==> src/rtl/ret_ring_pkg.sv <==
package ret_ring_pkg;

    // Operation requested in one cycle, decoded from the two strobes.
    typedef enum logic [1:0] {
        RING_IDLE = 2'b00,
        RING_PUSH = 2'b01,
        RING_POP  = 2'b10,
        RING_SWAP = 2'b11
    } ring_op_e;

    // Write request handed from the pointer unit to the entry bank.
    typedef struct packed {
        logic       en;
        logic [7:0] idx;
    } ring_wr_t;

    function automatic ring_op_e ring_decode(input logic push, input logic pop);
        ring_op_e op;
        case ({pop, push})
            2'b01:   op = RING_PUSH;
            2'b10:   op = RING_POP;
            2'b11:   op = RING_SWAP;
            default: op = RING_IDLE;
        endcase
        return op;
    endfunction

endpackage

==> src/rtl/ret_ring_ptr.sv <==
module ret_ring_ptr
    import ret_ring_pkg::*;
#(
    parameter int DEPTH = 8
) (
    input  logic                       clk,
    input  logic                       rst,
    input  ring_op_e                   op_i,
    output logic [$clog2(DEPTH)-1:0]   top_idx_o,
    output ring_wr_t                   wr_o
);
    localparam int PTR_W = $clog2(DEPTH);
    localparam logic [PTR_W-1:0] LAST = PTR_W'(DEPTH - 1);

    logic [PTR_W-1:0] ptr_q;
    logic [PTR_W-1:0] ptr_inc;
    logic [PTR_W-1:0] ptr_dec;
    logic [PTR_W-1:0] ptr_d;

    always_comb begin
        ptr_inc = (ptr_q == LAST) ? '0 : ptr_q + 1'b1;
        ptr_dec = (ptr_q == '0) ? LAST : ptr_q - 1'b1;
    end

    always_comb begin
        ptr_d   = ptr_q;
        wr_o.en = 1'b0;
        wr_o.idx = 8'(ptr_q);
        case (op_i)
            RING_PUSH: begin
                ptr_d    = ptr_inc;
                wr_o.en  = 1'b1;
                wr_o.idx = 8'(ptr_inc);
            end
            RING_POP: ptr_d = ptr_dec;
            RING_SWAP: begin
                wr_o.en  = 1'b1;
                wr_o.idx = 8'(ptr_q);
            end
            default: ;
        endcase
    end

    always_ff @(posedge clk) begin
        if (rst) ptr_q <= LAST;
        else     ptr_q <= ptr_d;
    end

    assign top_idx_o = ptr_q;


    ptr_reset_chk: assert property (@(posedge clk) rst |=> ptr_q == LAST);


    ptr_swap_hold_chk: assert property (@(posedge clk) disable iff (rst)
        op_i == RING_SWAP |=> $stable(ptr_q));


    ptr_pop_wrap_chk: assert property (@(posedge clk) disable iff (rst)
        (op_i == RING_POP && ptr_q == '0) |=> ptr_q == LAST);


    ptr_push_wrap_chk: assert property (@(posedge clk) disable iff (rst)
        (op_i == RING_PUSH && ptr_q == LAST) |=> ptr_q == '0);

endmodule

==> src/rtl/ret_ring_bank.sv <==
module ret_ring_bank
    import ret_ring_pkg::*;
#(
    parameter int DEPTH = 8,
    parameter int WIDTH = 13
) (
    input  logic                       clk,
    input  ring_wr_t                   wr_i,
    input  logic [WIDTH-1:0]           wr_data_i,
    input  logic [$clog2(DEPTH)-1:0]   rd_idx_i,
    output logic [WIDTH-1:0]           rd_data_o
);
    logic [WIDTH-1:0] entry_q [DEPTH];

    // Entries have no reset: contents survive a pointer reset.
    for (genvar i = 0; i < DEPTH; i++) begin : g_entry
        logic hit;
        assign hit = wr_i.en && (wr_i.idx == 8'(i));
        always_ff @(posedge clk) begin
            if (hit) entry_q[i] <= wr_data_i;
        end
    end

    assign rd_data_o = entry_q[rd_idx_i];


    bank_write_land_chk: assert property (@(posedge clk)
        wr_i.en |=> entry_q[$past(wr_i.idx[$clog2(DEPTH)-1:0])] == $past(wr_data_i));

endmodule

==> src/rtl/ret_ring_stack.sv <==
module ret_ring_stack
    import ret_ring_pkg::*;
#(
    parameter int DEPTH = 8,
    parameter int WIDTH = 13
) (
    input  logic             clk,
    input  logic             rst,
    input  logic             push_i,
    input  logic             pop_i,
    input  logic [WIDTH-1:0] push_addr_i,
    output logic [WIDTH-1:0] top_addr_o
);
    localparam int PTR_W = $clog2(DEPTH);

    ring_op_e          op;
    ring_wr_t          wr;
    logic [PTR_W-1:0]  top_idx;

    assign op = ring_decode(push_i, pop_i);

    ret_ring_ptr #(.DEPTH(DEPTH)) u_ptr (
        .clk       (clk),
        .rst       (rst),
        .op_i      (op),
        .top_idx_o (top_idx),
        .wr_o      (wr)
    );

    ret_ring_bank #(.DEPTH(DEPTH), .WIDTH(WIDTH)) u_bank (
        .clk       (clk),
        .wr_i      (wr),
        .wr_data_i (push_addr_i),
        .rd_idx_i  (top_idx),
        .rd_data_o (top_addr_o)
    );


    top_after_push_chk: assert property (@(posedge clk) disable iff (rst)
        push_i |=> top_addr_o == $past(push_addr_i));


    top_idle_hold_chk: assert property (@(posedge clk) disable iff (rst)
        (!push_i && !pop_i) |=> $stable(top_addr_o));

endmodule

==> config.mk <==
export PLATFORM = sky130hd
export DESIGN_NAME = ret_ring_stack
export DESIGN_NICKNAME = d
export VERILOG_FILES = /design/src/rtl/ret_ring_pkg.sv /design/src/rtl/ret_ring_ptr.sv /design/src/rtl/ret_ring_bank.sv /design/src/rtl/ret_ring_stack.sv
export SDC_FILE = /design/constraint.sdc
export NUM_CORES = 1
export LEC_CHECK = 0
export ABC_CLOCK_PERIOD_IN_PS = 5600
export BUFFER_PORTS_ARGS = -buffer_cell sky130_fd_sc_hd__buf_4
export CORE_MARGIN = 2
export CORE_UTILIZATION = 53
export DETAILED_ROUTE_END_ITERATION = 8
export GPL_TIMING_DRIVEN = 0
export PLACE_DENSITY = 0.79
export SLEW_MARGIN = 20
export SYNTH_ARGS = -nofsm -noshare
export SYNTH_HDL_FRONTEND = slang
export SYNTH_HIERARCHICAL = 1
export SYNTH_SLANG_ARGS = --single-unit
==> constraint.sdc <==
create_clock -name clk -period 5.6 [get_ports clk]
set_clock_uncertainty 0.2 [all_clocks]
set_input_delay 0 -clock clk [delete_from_list [all_inputs] [get_ports clk]]
set_output_delay 0 -clock clk [all_outputs]
set_load 0.05 [all_outputs]
---- Word-level counts from Yosys, hierarchy flattened ----
Memory sizes are Yosys's and may differ from the RTL's. A register that Yosys moved wholly into a read port is not among the register bits.
Index checks and enable logic that the tools add are counted.
storage, ports and cells
  register bits after elaboration ......... 3
  RAM bits ................................ 104
  input bits .............................. 17
  output and inout port bits .............. 13
  word-level logic and storage cells ...... 80
  memories ................................ 1
memories
  memory          depth  width  rd ports  clocked after memory_dff  write ports  RTL line             source
  u_bank.entry_q  8      13     1         1                         1            ret_ring_bank.sv:13  logic [WIDTH-1:0] entry_q [DEPTH];
operators by class
  add/subtract/negate cells ............... 2
  eq/ne operators ......................... 14
  mux-type cells .......................... 44
  reduce and logical (&&, ||, !) cells .... 18
operator list
  operator                                          number
  two-way mux 13 bit                                7
  OR reduction 13 bit                               7
  two-way mux 3 bit                                 11
  == test 8 x 3 -> 1 bit, second input constant     4
  two-way mux 1 bit                                 23
  case mux 9 bit (2 select lines)                   1
  == test 8 x 2 -> 1 bit, second input constant     2
  == test 2 bit, second input constant              4
  == test 8 x 1 -> 1 bit, second input constant     1
  logical AND 1 bit                                 8
  logical NOT 8 bit                                 1
  case mux 2 bit (3 select lines)                   1
  case mux 3 bit (2 select lines)                   1
  == test 2 x 1 -> 1 bit, second input constant     2
  adder 3 x 1 -> 3 bit, second input constant       1
  == test 3 bit, second input constant              1
  logical NOT 3 bit                                 1
  subtractor 3 x 1 -> 3 bit, second input constant  1
  nonzero test 2 bit                                1

---- Depth between registers and ports, before layout ----
  word-level depth ........................ 16
  mapped depth ............................ 8
  gate-level depth less buffers ........... 7

---- Modules after synthesis ----
The synthesis kept the hierarchy.
modules (own cells, without submodules)
  module          times used  cells an instance  area each (um^2)  sequential area each (um^2)
  ret_ring_bank   1           167                4096.4            3123.0
  ret_ring_ptr    1           43                 345.3             60.1
  ret_ring_stack  1           2                  7.5               0.0

---- Worst setup path after synthesis ----
Ideal clock, no wire load.
  path type ............................... reg-to-reg
  start ................................... register u_ptr.ptr_q[0], in the netlist u_ptr/top_idx_o[0]
  end ..................................... memory u_bank.entry_q[1][0], enable pin
  library setup time ...................... 417 ps
  arrival time ............................ 2730 ps
  required time ........................... 4983 ps
  setup slack ............................. 2254 ps
  cell stages (with the launch flop) ...... 8
  period minus slack after synthesis ...... 3346 ps
  cells stage by stage .................... dfxtp_1 > ha_1 > ha_1 > inv_1 > nand2_1 > o21ai_0 > inv_1 > nor4_1
RTL lines
  element                 RTL line             source
  from (decl)             ret_ring_ptr.sv:15   logic [PTR_W-1:0] ptr_q;
  from (signal assigned)  ret_ring_ptr.sv:46   else ptr_q <= ptr_d;
  to (decl)               ret_ring_bank.sv:13

==> summary.md <==
| Metric | Value |
|---|---|
| Outcome | `finished clean` |
| Clk pin slew, worst setup/hold paths | `100 ps` |
| Seq cells post-synth | `107` |
| 1st-pass router iterations | `4` |
| Number of global-route vias before repair | `2226` |
| CTS HTree Levels | `3` |
| Startpoint Class | `flop` |
| CTS buffer count | `9` |
| F_max | `279 MHz` |
| CTS tree | `done` |
| Via/cell ratio | `5.65` |
| Top-level I/O count | `30` |
| Unique masters post-synth | `31` |
| Peak supply drop | `0.135 mV` |
| Port bufs | `27` |
| Final core occ | `65.2%` |
| Main synth FF type | `edfxtp_1` |
| PwrDens | `304 nW/um2` |
| Die Span Y | `95.6 um` |
| Sequential share of the synthesized area | `71.5%` |
| Core Box Area | `8180 um2` |
| CP Data Required Time | `5500 ps` |
| Die X | `95.6 um` |
| Slew @ Worst Pin | `886 ps` |
| Fillers | `552` |
| Netlist Area Pre-Place | `4450 um2` |
| Worst Hold Class | `input pin to flop` |
| First-pass GRT wire length | `12.3 mm` |
| Average wire per standard cell | `20.0 um` |
| Largest net degree at the start of global routing | `22` |
| Slew HR | `40.5%` |
| Setup Crit Path Kind | `flop to flop` |
| Crit path capture type | `flop` |
| Number of synthesized flops with an enable pin | `104` |
| TNS Setup | `0 ps` |
| Overall power | `1.62 mW` |
| Clk sinks | `107` |
| Clk buf depth | `2` |
| Fin crit period | `3580 ps` |
| Crit path max fanout | `8` |
| Total grt overflow | `0` |
| Layout cells sized above 1 | `32.9%` |
| Final nets | `311` |
| Number of remaining DRC errors | `0` |
| # setup viols final | `0` |
| Reg area | `3180 um2` |
| Synthesis-to-layout area growth | `19.8%` |
| Drt total wl | `7.93 mm` |
| Gp weighted congestion | `0.738` |
| Pins over their slew limit | `0` |
| Die area | `9140 um2` |
| Unrepaired setup endpoints after global routing | `no` |
| Cells after Synth | `212` |
| Async SR Flop Fraction | `0%` |
| Crit path DAT | `3480 ps` |
| Iteration-0 DRC Markers | `175` |
| Antenna cells | `0` |
| Ys Warns | `6` |
| Row count | `33` |
| Multi-input logic area | `1200 um2` |
| Post-DP HPWL | `5.34 mm` |
| Most common library cell in the layout ignoring fill and taps | `edfxtp_1` |
| Skew-Pair Late Insertion Delay | `370 ps` |
| Initial core utilization | `54.4%` |
| Via count | `2243` |
| Most frequent cells in the layout | `edfxtp_1 (104), buf_4 (43), mux4_1 (24)` |
| GRT Resource Usage Total | `19.3%` |
| Final Hold Viols | `0` |
| Avg Cell Area, Syn | `21.0 um2` |
| Max cap viols | `0` |
| Static Leakage | `1.94 nW` |
| CTS-repair resized insts | `0` |
| Root Buffer | `clkbuf_8` |
| Final worst-path cycle share | `64.0%` |
| Post-route ant nets | `0` |
| Antenna violations before repair | `0` |
-- routing by layer --
metal  GRT usage (%)  routed length (um)  vias to the layer above
met5               0                   0                        -
met3            2.77                 282                        6
met4            9.17                 114                        0
li1                -                   -                     1028
met1            26.9                3550                     1153
met2            30.5                3990                       56
-- critical path: stages, from the launching register on --
cell and delay (ps):
dfxtp_1 440, ha_1 240, ha_1 190, inv_1 90, nand2_1 50, o21ai_0 570, inv_1 280, nor4_2 770
buf_4 290, buf_4 180
-- what timing repair did --
action                    in CTS  in global routing
hold buffers                  17                  0
buffers inserted               0                  0
hold endpoints to repair     107                  0
-- path summary, 6_finish.rpt --
path	cells after the start	to	slack, ps	from
worst max-delay path	9	u_bank/entry_q[5][5]	2020	u_ptr/top_idx_o[1]
worst min register to register	2	u_ptr/top_idx_o[2]	470	u_ptr/top_idx_o[2]
worst min-delay path	5	u_ptr/top_idx_o[1]	30	push_i
worst max register to register	9	u_bank/entry_q[5][5]	2020	u_ptr/top_idx_o[1]
-- state kept, by name (all words and copies together), names as in the netlist --
signal	cells
u_bank/entry_q	104
u_ptr/top_idx_o	3
-- where the power goes --
| group | internal [mW] | leakage (nW) | total (mW) | switching [mW] |
|---|---|---|---|---|
| clock | 0.177 | 0.102 | 0.459 | 0.282 |
| sequential | 0.880 | 0.960 | 0.888 | 0.00707 |
| combinational | 0.116 | 0.880 | 0.273 | 0.157 |
| total | 1.17 | 1.94 | 1.62 | 0.446 |
-- final cells by class --
class	instances	share of cell area, %
buffer	16	1.95
clock buffer	9	2.32
clock inverter	7	1.48
inverter	8	0.564
multi-input combinational	85	22.5
sequential	107	59.7
tap	105	2.47
timing repair buffer	60	9.02
-- synthesized netlist by cell type (2+ instances only) --
master / number / share of area [%]
clkbuf_1: 5 / 0.42
mux2_2: 13 / 3.3
edfxtp_1: 104 / 70
mux4_2: 2 / 1.0
or2_2: 3 / 0.42
buf_4: 5 / 0.84
nand2b_1: 3 / 0.42
ha_1: 7 / 2.0
buf_2: 2 / 0.22
a21oi_1: 4 / 0.45
nand2_1: 4 / 0.34
mux4_1: 24 / 14
buf_6: 3 / 0.76
inv_1: 7 / 0.59
nor4_1: 8 / 1.1
dfxtp_1: 3 / 1.3
-- kinds of logic (layout without fill, tap and decap cells) --
group | Yosys count | count (layout) | synth area share, %
compound gates | 11 | 11 | 1.74
simple gates | 23 | 23 | 3.18
buf+inv | 24 | 100 | 3.01
mux | 39 | 39 | 18.5
other cells | 1 | 5 | 0.0843
flops | 107 | 107 | 71.5
fa+ha+maj | 7 | 7 | 1.97
-- metrics by stage --
step	hold WS (ps)	setup slack [ps]	instance area, um2	cells
final	26.2	2020	5330	397
after global placement	5.53	846	4800	348
after detailed placement	5.70	2070	4960	364
after floorplan	-103	2250	4460	216
after global routing	97.7	1820	5330	397
after CTS	6.02	2050	5330	397
(Power assumes the default switching activity.)
